### config.mk
export PLATFORM = sky130hd
export DESIGN_NAME = pwm_cmp_timer
export DESIGN_NICKNAME = d
export VERILOG_FILES = /design/src/rtl/pwm_tmr_pkg.sv /design/src/rtl/pwm_tmr_rst_sync.sv /design/src/rtl/pwm_tmr_counter.sv /design/src/rtl/pwm_tmr_regs.sv /design/src/rtl/pwm_tmr_wave.sv /design/src/rtl/pwm_cmp_timer.sv
export SDC_FILE = /design/constraint.sdc
export NUM_CORES = 1
export LEC_CHECK = 0
export CAP_MARGIN = 20
export CORE_AREA = 10 10 99 123
export CTS_CLUSTER_DIAMETER = 100
export DETAILED_ROUTE_END_ITERATION = 6
export DIE_AREA = 0 0 109 133
export DONT_BUFFER_PORTS = 1
export GPL_TIMING_DRIVEN = 0
export MAX_ROUTING_LAYER = met4
export SKIP_LAST_GASP = 1
export SLEW_MARGIN = 20
export SYNTH_ARGS = -nofsm -noshare
export SYNTH_HDL_FRONTEND = slang
export SYNTH_HIERARCHICAL = 1
export SYNTH_SLANG_ARGS = --single-unit
### constraint.sdc
create_clock -name clk -period 2.1 [get_ports clk]
set_input_delay 0.63 -clock clk [delete_from_list [all_inputs] [get_ports clk]]
set_output_delay 0.63 -clock clk [all_outputs]
set_load 0.01 [all_outputs]
### src/rtl/pwm_tmr_pkg.sv
package pwm_tmr_pkg;
  timeunit 1ns;
  timeprecision 1ps;

  typedef enum logic [1:0] {
    SEL_COUNT = 2'd0,
    SEL_CMP   = 2'd1,
    SEL_TOP   = 2'd2,
    SEL_CTRL  = 2'd3
  } reg_sel_e;

  typedef enum logic [1:0] {
    OUT_OFF_A        = 2'b00,
    OUT_OFF_B        = 2'b01,
    OUT_CLR_ON_MATCH = 2'b10,
    OUT_SET_ON_MATCH = 2'b11
  } out_mode_e;

  localparam int CTRL_PWM_BIT  = 0;
  localparam int CTRL_MODE_LSB = 1;
  localparam int CTRL_MODE_W   = 2;
endpackage

### src/rtl/pwm_tmr_rst_sync.sv
module pwm_tmr_rst_sync #(
  parameter int STAGES = 2
) (
  input  logic clk,
  input  logic rst_n,
  output logic rst_sync_n
);
  timeunit 1ns;
  timeprecision 1ps;

  logic [STAGES-1:0] sync_q;
  logic [STAGES-1:0] sync_d;

  always_comb begin
    sync_d = {sync_q[STAGES-2:0], 1'b1};
  end

  always_ff @(posedge clk or negedge rst_n) begin
    if (!rst_n) begin
      sync_q <= '0;
    end else begin
      sync_q <= sync_d;
    end
  end

  assign rst_sync_n = sync_q[STAGES-1];
endmodule

### src/rtl/pwm_tmr_counter.sv
module pwm_tmr_counter #(
  parameter int W = 8
) (
  input  logic         clk,
  input  logic         rst_n,
  input  logic         cnt_en,
  input  logic         pwm_en,
  input  logic [W-1:0] top_val,
  input  logic         ld_en,
  input  logic [W-1:0] ld_val,
  input  logic [W-1:0] cmp_val,
  output logic [W-1:0] cnt_q,
  output logic         commit,
  output logic         hit_cmp,
  output logic         hit_bottom
);
  timeunit 1ns;
  timeprecision 1ps;

  localparam logic [W-1:0] ZERO = '0;
  localparam logic [W-1:0] ONE  = W'(1);

  logic [W-1:0] cnt_d;
  logic         arrived_q;
  logic         arrived_d;
  logic         at_top;
  logic         step;

  assign at_top = (cnt_q == top_val);
  assign step   = cnt_en & ~ld_en;
  // Period restart in PWM operation is also the buffer commit point
  assign commit = step & pwm_en & at_top;

  always_comb begin
    cnt_d     = cnt_q;
    arrived_d = 1'b0;
    if (ld_en) begin
      cnt_d = ld_val;
    end else if (cnt_en) begin
      arrived_d = 1'b1;
      if (pwm_en && at_top) begin
        cnt_d = ZERO;
      end else begin
        cnt_d = cnt_q + ONE;
      end
    end
  end

  always_ff @(posedge clk or negedge rst_n) begin
    if (!rst_n) begin
      cnt_q     <= ZERO;
      arrived_q <= 1'b0;
    end else begin
      cnt_q     <= cnt_d;
      arrived_q <= arrived_d;
    end
  end

  // Events only count when the present value was reached by a counting step
  assign hit_cmp    = arrived_q & (cnt_q == cmp_val);
  assign hit_bottom = arrived_q & (cnt_q == ZERO);
endmodule

### src/rtl/pwm_tmr_regs.sv
module pwm_tmr_regs
  import pwm_tmr_pkg::*;
#(
  parameter int           W       = 8,
  parameter logic [W-1:0] TOP_RST = '1
) (
  input  logic                   clk,
  input  logic                   rst_n,
  input  logic                   bus_we,
  input  logic [1:0]             bus_addr,
  input  logic [W-1:0]           bus_wdata,
  output logic [W-1:0]           bus_rdata,
  input  logic [W-1:0]           cnt_q,
  input  logic                   commit,
  input  logic                   hit_cmp,
  output logic                   ld_en,
  output logic [W-1:0]           ld_val,
  output logic [W-1:0]           top_q,
  output logic [W-1:0]           cmp_act_q,
  output logic                   pwm_en_q,
  output logic [CTRL_MODE_W-1:0] mode_q,
  output logic                   flag_q
);
  timeunit 1ns;
  timeprecision 1ps;

  localparam int FLAG_BIT = W - 1;

  reg_sel_e               sel;
  logic                   wr_cmp;
  logic                   wr_top;
  logic                   wr_ctrl;
  logic [W-1:0]           cmp_hold_q;
  logic [W-1:0]           cmp_hold_d;
  logic [W-1:0]           cmp_act_d;
  logic [W-1:0]           top_d;
  logic                   pwm_en_d;
  logic [CTRL_MODE_W-1:0] mode_d;
  logic                   flag_d;
  logic                   flag_clr;
  logic [W-1:0]           ctrl_view;

  assign sel     = reg_sel_e'(bus_addr);
  assign ld_en   = bus_we & (sel == SEL_COUNT);
  assign ld_val  = bus_wdata;
  assign wr_cmp  = bus_we & (sel == SEL_CMP);
  assign wr_top  = bus_we & (sel == SEL_TOP);
  assign wr_ctrl = bus_we & (sel == SEL_CTRL);
  assign flag_clr = wr_ctrl & bus_wdata[FLAG_BIT];

  always_comb begin
    cmp_hold_d = cmp_hold_q;
    cmp_act_d  = cmp_act_q;
    if (wr_cmp) begin
      cmp_hold_d = bus_wdata;
      if (!pwm_en_q) begin
        cmp_act_d = bus_wdata;
      end
    end
    if (commit) begin
      cmp_act_d = cmp_hold_q;
    end
  end

  always_comb begin
    top_d    = wr_top  ? bus_wdata : top_q;
    pwm_en_d = wr_ctrl ? bus_wdata[CTRL_PWM_BIT] : pwm_en_q;
    mode_d   = wr_ctrl ? bus_wdata[CTRL_MODE_LSB +: CTRL_MODE_W] : mode_q;
    // Hardware set wins over a software clear in the same cycle
    flag_d   = hit_cmp | (flag_q & ~flag_clr);
  end

  always_ff @(posedge clk or negedge rst_n) begin
    if (!rst_n) begin
      cmp_hold_q <= '0;
      cmp_act_q  <= '0;
      top_q      <= TOP_RST;
      pwm_en_q   <= 1'b0;
      mode_q     <= '0;
      flag_q     <= 1'b0;
    end else begin
      cmp_hold_q <= cmp_hold_d;
      cmp_act_q  <= cmp_act_d;
      top_q      <= top_d;
      pwm_en_q   <= pwm_en_d;
      mode_q     <= mode_d;
      flag_q     <= flag_d;
    end
  end

  always_comb begin
    ctrl_view = '0;
    ctrl_view[CTRL_PWM_BIT] = pwm_en_q;
    ctrl_view[CTRL_MODE_LSB +: CTRL_MODE_W] = mode_q;
    ctrl_view[FLAG_BIT] = flag_q;
  end

  always_comb begin
    unique case (sel)
      SEL_COUNT: bus_rdata = cnt_q;
      SEL_CMP:   bus_rdata = cmp_act_q;
      SEL_TOP:   bus_rdata = top_q;
      SEL_CTRL:  bus_rdata = ctrl_view;
      default:   bus_rdata = '0;
    endcase
  end
endmodule

### src/rtl/pwm_tmr_wave.sv
module pwm_tmr_wave
  import pwm_tmr_pkg::*;
(
  input  logic                   clk,
  input  logic                   rst_n,
  input  logic                   pwm_en,
  input  logic [CTRL_MODE_W-1:0] mode,
  input  logic                   hit_cmp,
  input  logic                   hit_bottom,
  output logic                   pwm_out,
  output logic                   pwm_oe
);
  timeunit 1ns;
  timeprecision 1ps;

  logic drive;
  logic invert;
  logic wave_q;
  logic wave_d;

  assign drive  = pwm_en & mode[1];
  assign invert = (out_mode_e'(mode) == OUT_SET_ON_MATCH);

  always_comb begin
    wave_d = wave_q;
    if (drive) begin
      if (hit_cmp) begin
        wave_d = invert;
      end else if (hit_bottom) begin
        wave_d = ~invert;
      end
    end
  end

  always_ff @(posedge clk or negedge rst_n) begin
    if (!rst_n) begin
      wave_q <= 1'b0;
    end else begin
      wave_q <= wave_d;
    end
  end

  assign pwm_oe  = drive;
  assign pwm_out = drive & wave_q;
endmodule

### src/rtl/pwm_cmp_timer.sv
module pwm_cmp_timer
  import pwm_tmr_pkg::*;
#(
  parameter int           W           = 8,
  parameter logic [W-1:0] TOP_RST     = '1,
  parameter int           SYNC_STAGES = 2
) (
  input  logic         clk,
  input  logic         rst_n,
  input  logic         cnt_en,
  input  logic         bus_we,
  input  logic [1:0]   bus_addr,
  input  logic [W-1:0] bus_wdata,
  output logic [W-1:0] bus_rdata,
  output logic         pwm_out,
  output logic         pwm_oe,
  output logic         cmp_irq
);
  timeunit 1ns;
  timeprecision 1ps;

  logic                   rst_sync_n;
  logic [W-1:0]           cnt_q;
  logic [W-1:0]           top_q;
  logic [W-1:0]           cmp_act_q;
  logic [W-1:0]           ld_val;
  logic                   ld_en;
  logic                   commit;
  logic                   hit_cmp;
  logic                   hit_bottom;
  logic                   pwm_en_q;
  logic [CTRL_MODE_W-1:0] mode_q;

  pwm_tmr_rst_sync #(.STAGES(SYNC_STAGES)) u_rst (
    .clk        (clk),
    .rst_n      (rst_n),
    .rst_sync_n (rst_sync_n)
  );

  pwm_tmr_counter #(.W(W)) u_cnt (
    .clk        (clk),
    .rst_n      (rst_sync_n),
    .cnt_en     (cnt_en),
    .pwm_en     (pwm_en_q),
    .top_val    (top_q),
    .ld_en      (ld_en),
    .ld_val     (ld_val),
    .cmp_val    (cmp_act_q),
    .cnt_q      (cnt_q),
    .commit     (commit),
    .hit_cmp    (hit_cmp),
    .hit_bottom (hit_bottom)
  );

  pwm_tmr_regs #(.W(W), .TOP_RST(TOP_RST)) u_regs (
    .clk       (clk),
    .rst_n     (rst_sync_n),
    .bus_we    (bus_we),
    .bus_addr  (bus_addr),
    .bus_wdata (bus_wdata),
    .bus_rdata (bus_rdata),
    .cnt_q     (cnt_q),
    .commit    (commit),
    .hit_cmp   (hit_cmp),
    .ld_en     (ld_en),
    .ld_val    (ld_val),
    .top_q     (top_q),
    .cmp_act_q (cmp_act_q),
    .pwm_en_q  (pwm_en_q),
    .mode_q    (mode_q),
    .flag_q    (cmp_irq)
  );

  pwm_tmr_wave u_wave (
    .clk        (clk),
    .rst_n      (rst_sync_n),
    .pwm_en     (pwm_en_q),
    .mode       (mode_q),
    .hit_cmp    (hit_cmp),
    .hit_bottom (hit_bottom),
    .pwm_out    (pwm_out),
    .pwm_oe     (pwm_oe)
  );
endmodule

Yosys cells after proc, flatten, opt, wreduce, memory -nomap -nowiden:

Cells that the tools add are included.

* bits in registers: 40
* input bits: 14
* output and inout bits: 11
* logic and storage cells: 54

* add/sub/neg operators: 1
* equality and inequality tests: 7
* mux-type cells: 11
* bitwise operators: 17
* reductions and logical operators: 8

Operators by type and width (count)
* 8-bit two-way mux: 6
* 8-bit one-hot mux with 4 select lines: 1
* 8-bit equality test: 2
* 1-bit AND: 13
* 8-bit by 1-bit adder with 8-bit output (second input constant): 1
* 8-bit logical NOT: 1
* 2-bit equality test (second input constant): 3
* 2-bit nonzero test: 3
* 1-bit two-way mux: 4
* 2-bit AND reduction: 2
* 1-bit NOT: 3
* 2-bit by 1-bit equality test with 1-bit output (second input constant): 1
* 2-bit logical NOT: 1
* 2-bit inequality test (second input constant): 1
* 1-bit logical AND: 1
* 1-bit bitwise OR: 1

Depth between registers and ports, before layout:

Gate-level depths: netlist (run 1).

* word-level depth: 8
* depth in mapped cells: 10
* depth with buffers taken out: 7

Hierarchy:

The synthesis (run 1) kept the hierarchy.

Modules (own cells, without submodules)
* pwm_tmr_regs: instances 1, cells an instance 100, area each 1461.4 um^2, sequential area each 710.7 um^2
* pwm_tmr_counter: instances 1, cells an instance 94, area each 798.3 um^2, sequential area each 225.2 um^2
* pwm_tmr_wave: instances 1, cells an instance 9, area each 70.1 um^2, sequential area each 25.0 um^2
* pwm_tmr_rst_sync: instances 1, cells an instance 3, area each 53.8 um^2, sequential area each 50.0 um^2

Least setup slack after synthesis (run 1):

Ideal clock, no wire load.

* kind: input-to-reg
* start: in bus_addr[0]
* end: reg u_regs.cmp_act_q[0]
* library setup time: 125 ps
* data arrival time: 2562 ps
* data required time: 1975 ps
* setup slack: -587 ps
* stages: 10
* path buffers: 4
* cells stage by stage: buf_2 > buf_4 > nor3b_1 > inv_1 > nand2_1 > nor2_1 > clkbuf_1 > o21ba_1 > buf_6 > mux2_4

* longest elaborated chain between the ends: 8
* elaborated cells between the ends (all ways): 12
* classes of those cells: 2 x eq/ne; 1 x mux; 6 x bitwise; 3 x reduce/logical

Ends and longest elaborated chain
* start: declaration: RTL line pwm_cmp_timer.sv:12 `input logic [1:0] bus_addr,`
* 2-bit logical NOT *: RTL line pwm_tmr_regs.sv:44 `assign ld_en = bus_we & (sel == SEL_COUNT);`
* 1-bit AND *: RTL line pwm_tmr_regs.sv:44
* via ld_en: RTL line pwm_cmp_timer.sv:27 `logic ld_en;`
* 1-bit NOT *: RTL line pwm_tmr_counter.sv:30 `assign step = cnt_en & ~ld_en;`
* 1-bit AND *: RTL line pwm_tmr_counter.sv:30
* 1-bit AND * (2 in a row): RTL line pwm_tmr_counter.sv:32 `assign commit = step & pwm_en & at_top;`
* via commit: RTL line pwm_cmp_timer.sv:28 `logic commit;`
* 2-bit inequality test (no source line) or 2-bit nonzero test (tied branches)
* 2-bit AND reduction (no source line)
* end signal: assignment: RTL line pwm_tmr_regs.sv:83 `cmp_act_q <= cmp_act_d;`
* end: declaration: RTL line pwm_tmr_regs.sv:19 `output logic [W-1:0] cmp_act_q,`

The timed path passes the listed nets; every way through them passes the cells marked *.
A chain may end at the register's enable or synchronous reset.

Final worst setup path (run 1):

* start: reg u_regs.top_q[3]
* end: reg u_regs.cmp_act_q[6]

* longest elaborated chain between the ends: 4
* elaborated cells between the ends (all ways): 6
* classes of those cells: 2 x eq/ne; 1 x mux; 1 x bitwise; 2 x reduce/logical

Ends and longest elaborated chain
* start: declaration: RTL line pwm_tmr_regs.sv:18 `output logic [W-1:0] top_q,`
* start signal: assignment: RTL line pwm_tmr_regs.sv:84 `top_q <= top_d;`
* 8-bit equality test *: RTL line pwm_tmr_counter.sv:29 `assign at_top = (cnt_q == top_val);`
* 1-bit AND *: RTL line pwm_tmr_counter.sv:32
* via commit: RTL line pwm_cmp_timer.sv:28
* 2-bit inequality test (no source line) or 2-bit nonzero test (tied branches)
* 2-bit AND reduction (no source line)

Marked as above.

==> impl_metrics.env, run 1 <==
export IMPL_status="finished, violations left"
export IMPL_violations="setup timing"
export IMPL_fin_ws_ns=-0.258
export IMPL_routed_wl_mm=5.90
export IMPL_diodes=0
export IMPL_critical_path_peak_fanout=5
export IMPL_ff2ff_setup_slack_ns=-0.26
export IMPL_rsz0062_at_grt="true"
export IMPL_slew_limit_headroom=0.668
export IMPL_netlist_area_um2=2380
export IMPL_layout_commonest_cell="dfrtp_1"
export IMPL_clock_latency_ns=0.28
export IMPL_p_total_mw=2.68
export IMPL_powerDensity_nw_per_um2=928
export IMPL_period_needed_ns=2.36
export IMPL_fill_cells=1007
export IMPL_fp_row_count=41
export IMPL_syn_area_per_cell_um2=11.6
export IMPL_gp_congestion=0.860
export IMPL_synth_nets=222
export IMPL_yosys_top_cells_area="dfrtp_1 34%, mux2_2 13%, dfstp_2 8.8%, mux2_4 5.0%, xor2_1 4.0%"
export IMPL_post_dp_cell_area_um2=2610
export IMPL_fp_dieW_um=109
export IMPL_portBuffers=0
export IMPL_fmax_mhz=424
export IMPL_antenna_found_initial=0
export IMPL_vias=1607
export IMPL_clock_path_buffers=2
export IMPL_cts_sinks=40
export IMPL_layout_drive_gt1_share=0.432
export IMPL_hold_path_class="in2async"
export IMPL_grt_pass1_vias=1722
export IMPL_fin_skew_ns=0.00191
export IMPL_hold_viol_final=0
export IMPL_ctsHoldBuffers=0
export IMPL_wl_per_cell_um=16.9
export IMPL_synth_seq_cells=40
export IMPL_clk_pin_slew_worst_paths_ns=0.06
export IMPL_synth_cells=206
export IMPL_start_util=0.241
export IMPL_yosys_warnings=6
export IMPL_yosysSeqAreaShare=0.424
export IMPL_yosys_area_top_type="dfrtp_1"
export IMPL_cts_root_buf="clkbuf_16"
export IMPL_yosys_most_used_dff="dfrtp_1"
export IMPL_finalMaxSlewViolations=0
export IMPL_gr_usage_all_layers=0.0881
export IMPL_power_leakage_nw=1.23
export IMPL_die_y_um=133
export IMPL_mostFrequentLayoutCells="30 x dfrtp_1, 23 x mux2_2, 15 x buf_4, 12 x mux2_4, 11 x xor2_1"
export IMPL_place_worst_setup_slack_ns=-0.548
export IMPL_io_pins=25
export IMPL_stdcell_area_um2=2880
export IMPL_cp_start_kind="flop"
export IMPL_cts_buffers_inserted=5
export IMPL_endpoint_kind="flop"
export IMPL_drt_iter0_markers=102
export IMPL_synth_edff_count=0
export IMPL_dr_pass1_iters=4
export IMPL_viasPerCell=4.60
export IMPL_tightest_slew_ns=0.493
export IMPL_die_area_um2=14500
export IMPL_synth_top_area_frac=0.336
export IMPL_setup_tns_ns=-2.01
export IMPL_setup_viol=8
export IMPL_ys_async_sr_fraction=1.00
export IMPL_cp_data_arrival_time_ns=2.52
export IMPL_cts_tree="yes"
export IMPL_crit_required_ns=2.26
export IMPL_route_detailed_drc=0
export IMPL_peakVddDrop_mv=0.312
export IMPL_place_detailed_hpwl_mm=4.43
export IMPL_syn2layout_area_growth_pct=20.9
export IMPL_grt_pass1_wl_mm=9.69
export IMPL_postRouteAntennaNets=0
export IMPL_core_area_um2=9900
export IMPL_min_period_over_period=1.12
export IMPL_ys_types=41
export IMPL_crit_type="reg2reg"
export IMPL_grt_overflow=0
export IMPL_grt_max_degree=25
export IMPL_htree_levels=2
export IMPL_nNetsFinal=235
export IMPL_drv_max_cap_violation_count=0
export IMPL_utilization=0.291
metal layers:
layer,up-vias,track usage,share of wire
li1,759,-,-
met1,812,0.0962,0.39
met2,26,0.147,0.54
met3,10,0.0267,0.050
met4,0,0.0308,0.024
met5,-,-,0
synthesized netlist by cell type (2+ instances only):
library cell / count
dfrtp_1: 32
mux2_2: 27
xor2_1: 11
buf_4: 10
nand2_1: 9
dfstp_2: 8
inv_1: 8
mux2_4: 8
nor3_1: 7
o21ai_0: 7
xnor2_1: 7
nand3_1: 6
nor2_1: 6
clkbuf_1: 5
mux2i_1: 5
nand4_1: 5
and3_1: 4
mux4_2: 4
a2111oi_1: 3
a21oi_1: 3
buf_2: 3
nor4_1: 3
o31ai_1: 3
a211oi_1: 2
buf_6: 2
ha_1: 2
or4_1: 2
stage by stage:
stage          hold slack (ns)  cells
2_1_floorplan            0.331    206
3_3_place_gp             0.335    335
3_5_place_dp             0.196    336
4_1_cts                 0.0356    346
5_1_grt                 0.0272    349
6_report                0.0447    349
timing repair:
action / in CTS / in global routing
gates cloned: 1 / 0
buffers inserted: 3 / 3
gates resized for setup: 17 / 6
endpoints found under the setup margin: 17 / 12
pin swaps: 3 / 5
cell type report:
| cell class | instances | area (µm²) | share of cell area |
|---|---|---|---|
| Multi-Input combinational cell | 138 | 1310 | 0.455 |
| Sequential cell | 40 | 1010 | 0.352 |
| Tap cell | 129 | 161 | 0.0560 |
| Clock buffer | 8 | 146 | 0.0508 |
| Buffer | 18 | 141 | 0.0490 |
| Timing Repair Buffer | 8 | 78.8 | 0.0273 |
| Inverter | 8 | 30.0 | 0.0104 |
cells by family after synthesis:
group,count (synthesis),share of synthesized area
other,1,0.00157
muxes,44,0.237
AOI/OAI and AO/OA,22,0.0614
buffers and inverters,28,0.0677
xor gates and xnor gates,18,0.0661
and+or+nand+nor,51,0.132
DFF,40,0.424
adders and majority gates,2,0.0105
sequential cells by signal, indices dropped and copies added, names as in the netlist:
name,cells
u_regs/cmp_hold_q,8
u_regs/flag_q,1
u_cnt/cnt_q,8
u_rst/sync_q,2
u_regs/top_q,8
u_regs/pwm_en_q,1
u_cnt/arrived_q,1
u_regs/cmp_act_q,8
u_regs/mode_q,2
u_wave/wave_q,1
critical path, cell delays in order (launching register included):
cell     delay, ns
dfstp_2       0.56
xnor2_2       0.13
nand3_2       0.10
or4_4         0.56
nor2_4        0.14
buf_8         0.14
mux2_2        0.34
mux2_4        0.26
worst paths after layout:
check | startpoint | to | cells after the start
setup / recovery | u_regs/top_q[3] | u_regs/cmp_act_q[6] | 7
hold / removal | rst_n | u_rst/sync_q[1] | 0
setup reg to reg | u_regs/top_q[3] | u_regs/cmp_act_q[6] | 7
hold reg to reg | u_rst/sync_q[1] | u_regs/cmp_hold_q[4] | 0
max in group asynchronous | u_rst/sync_q[1] | u_regs/top_q[0] | 1
min in group clk | u_rst/sync_q[0] | u_rst/sync_q[1] | 0
report_power, final:
group | total [mW] | internal (mW) | leakage, nW | switching (mW)
registers | 1.12 | 0.958 | 0.468 | 0.165
clock network | 0.753 | 0.473 | 0.0712 | 0.279
logic | 0.801 | 0.420 | 0.687 | 0.381
total | 2.68 | 1.85 | 1.23 | 0.825
Power figures use the tool's default switching activity.
==> run 2, diff against run 1 <==
ABC_AREA = 1   (was not set)
CORE_AREA = 10 10 101 126   (was 10 10 99 123)
DIE_AREA = 0 0 111 136   (was 0 0 109 133)
==> run 2 against run 1 <==
Effect of this change: the flow now finishes without violations; hold slack worse by 0.0090 ns; maximum frequency is 16% higher; via count is 38% higher; first-iteration DRC count is 6.9% higher; utilization is 0.87 points lower; critical path type is now in2out; critical endpoint is now bus_rdata[0]; largest power group unchanged.
==> impl_metrics.env, run 2 <==
export IMPL_status="finished, final reports clean"
export IMPL_cp_data_arrival_time_ns=1.40
export IMPL_gr_max_usage_layer="met2"
export IMPL_grt_pass1_wl_mm=11.2
export IMPL_cts_root_buf="clkbuf_16"
export IMPL_crit_chain="buf_6 > nor2_2 > nand2_1 > nand4_1"
export IMPL_finalMaxSlewViolations=0
export IMPL_rsz0062_at_grt="false"
export IMPL_io_pins=25
export IMPL_htree_levels=2
export IMPL_cp_slowest_cell="nor2_2"
export IMPL_fmax_mhz=494
export IMPL_crit_required_ns=1.47
export IMPL_ctsHoldBuffers=0
export IMPL_gr_usage_all_layers=0.0951
export IMPL_synth_edff_count=0
export IMPL_setup_viol=0
export IMPL_postRouteAntennaNets=0
export IMPL_mostFrequentLayoutCells="110 x nand2_1, 34 x nand3_1, 31 x dfrtp_1, 30 x inv_1, 24 x o21ai_0"
export IMPL_place_worst_setup_slack_ns=-0.267
export IMPL_dr_pass1_iters=4
export IMPL_wl_per_cell_um=14.5
export IMPL_use_met2=0.179
export IMPL_syn_area_per_cell_um2=7.47
export IMPL_diodes=0
export IMPL_fp_dieW_um=111
export IMPL_hold_viol_final=0
export IMPL_nNetsFinal=366
export IMPL_grt_overflow=0
export IMPL_die_y_um=136
export IMPL_gp_congestion=0.869
export IMPL_cts_sinks=40
export IMPL_multi_input_area_um2=1250
export IMPL_vias=2212
export IMPL_cp_start_kind="input port"
export IMPL_slew_limit_headroom=0.574
export IMPL_cts_tree="yes"
export IMPL_start_util=0.244
export IMPL_drt_iter0_markers=109
export IMPL_yosysSeqAreaShare=0.401
export IMPL_netlist_area_um2=2520
export IMPL_critical_path_peak_fanout=8
export IMPL_drv_max_cap_violation_count=0
export IMPL_stdcell_area_um2=2920
export IMPL_crit_type="in2out"
export IMPL_grt_max_degree=30
export IMPL_max_stage_delay_ns=0.34
export IMPL_use_met3=0.0141
export IMPL_synth_cells=338
export IMPL_fin_skew_ns=0.00384
export IMPL_netlist_top_cells_count="110 x nand2_1, 34 x nand3_1, 32 x dfrtp_1"
export IMPL_power_leakage_nw=1.39
export IMPL_routed_wl_mm=7.01
export IMPL_reg2regPathDepth=10
export IMPL_ff2ff_setup_slack_ns=0.17
export IMPL_yosys_warnings=6
export IMPL_period_needed_ns=2.03
export IMPL_synth_seq_cells=40
export IMPL_clock_latency_ns=0.29
export IMPL_r2r_end="u_regs/cmp_act_q[7]"
export IMPL_clock_path_buffers=2
export IMPL_core_area_um2=10400
export IMPL_syn2layout_area_growth_pct=15.9
export IMPL_synth_nets=354
export IMPL_route_detailed_drc=0
export IMPL_ys_async_sr_fraction=1.00
export IMPL_clk_pin_slew_worst_paths_ns=0.06
export IMPL_viasPerCell=4.58
export IMPL_utilization=0.282
export IMPL_yosys_area_top_type="dfrtp_1"
export IMPL_die_area_um2=15100
export IMPL_place_detailed_hpwl_mm=5.55
export IMPL_layout_drive_gt1_share=0.199
export IMPL_hold_path_class="in2async"
export IMPL_ys_types=36
export IMPL_stdcell_count=483
export IMPL_grt_pass1_vias=2122
export IMPL_use_met1=0.0882
export IMPL_powerDensity_nw_per_um2=949
export IMPL_crit_family="simple AND/OR/NAND/NOR gates"
export IMPL_dp_cells=471
export IMPL_endpoint_kind="output port"
export IMPL_peakVddDrop_mv=0.262
export IMPL_synth_top_area_frac=0.317
export IMPL_yosys_top_cells_area="dfrtp_1 32%, nand2_1 16%, dfstp_2 8.3%, nand3_1 6.7%, o21ai_0 4.8%"
export IMPL_fill_cells=1084
export IMPL_tightest_slew_ns=0.637
export IMPL_whs_ns=0.0356
export IMPL_yosys_most_used_dff="dfrtp_1"
export IMPL_path_buf_inv=1
export IMPL_cts_buffers_inserted=5
export IMPL_regArea_um2=1010
export IMPL_rr_startpoint="u_regs/top_q[5]"
export IMPL_layout_commonest_cell="nand2_1"
export IMPL_post_dp_cell_area_um2=2720
export IMPL_fp_row_count=42
export IMPL_min_period_over_period=0.965
export IMPL_portBuffers=0
export IMPL_fin_ws_ns=0.0745
export IMPL_synth_most_common_cell="nand2_1"
export IMPL_antenna_found_initial=0
## run 2: power by group
group / internal, mW / leakage (nW) / total, mW / switching (mW)
clock: 0.559 / 0.0808 / 0.868 / 0.309
combinational: 0.296 / 0.832 / 0.773 / 0.476
sequential: 0.944 / 0.481 / 1.13 / 0.189
## run 2: worst reg2reg max path, cell delays in order, from the launching register on
cell and delay, ns:
dfstp_2 0.55, inv_1 0.04, nand2_1 0.10, nand4_1 0.10, nand3b_1 0.17, nor3_1 0.14
clkbuf_4 0.22, buf_2 0.22, o21ai_0 0.13, nand3_1 0.10, nand2_1 0.06
## run 2: worst max path at each step
stage	from	to	slack, ns	cells past startpoint
floorplan	bus_addr[0]	u_regs/cmp_act_q[0]	0.06	11
global placement	bus_addr[0]	u_regs/cmp_act_q[7]	-0.29	11
detailed placement	bus_addr[0]	u_regs/cmp_act_q[4]	-0.27	11
CTS	bus_addr[0]	u_regs/cmp_act_q[4]	0.02	11
global route	u_cnt/cnt_q[4]	u_regs/cmp_act_q[4]	0.02	11
finish	bus_addr[0]	bus_rdata[0]	0.07	4
## run 2: kinds of logic (layout without fill, tap and decap cells)
logic type               after synthesis  count (layout)  share of synthesized area
other                                  1               1                    0.00149
AND/OR/NAND/NOR                      187             187                      0.345
XOR/XNOR                               6               6                     0.0208
adder cells (fa/ha/maj)                2               2                    0.00991
AO/OA/AOI/OAI                         46              46                      0.114
buffers and inverters                 56              69                      0.109
flip-flops                            40              40                      0.401
## run 2: metal layers
metal	vias up	share of wire
li1	1111	-
met1	1049	0.36
met3	13	0.023
met2	39	0.58
met4	0	0.038
met5	-	0
## run 2: cell type report
class	count	share of cell area
sequential	40	0.346
inverter	40	0.0513
multi-input combinational	242	0.429
clock inverter	2	0.0120
clock buffer	6	0.0441
timing repair buffer	5	0.0171
buffer	16	0.0441
tap	132	0.0565
## run 2: per-stage QoR
step,setup TNS (ns),power [mW]
after floorplan,0,1.70
after global placement,-3.07,1.89
after detailed placement,-2.88,1.91
after CTS,0,2.78
after global routing,0,2.94
final,0,2.77
## run 2: what timing repair did
item	in CTS	in global routing
setup buffers	0	4
pin swaps	0	1
resized for setup	2	3
setup endpoints to repair	8	16
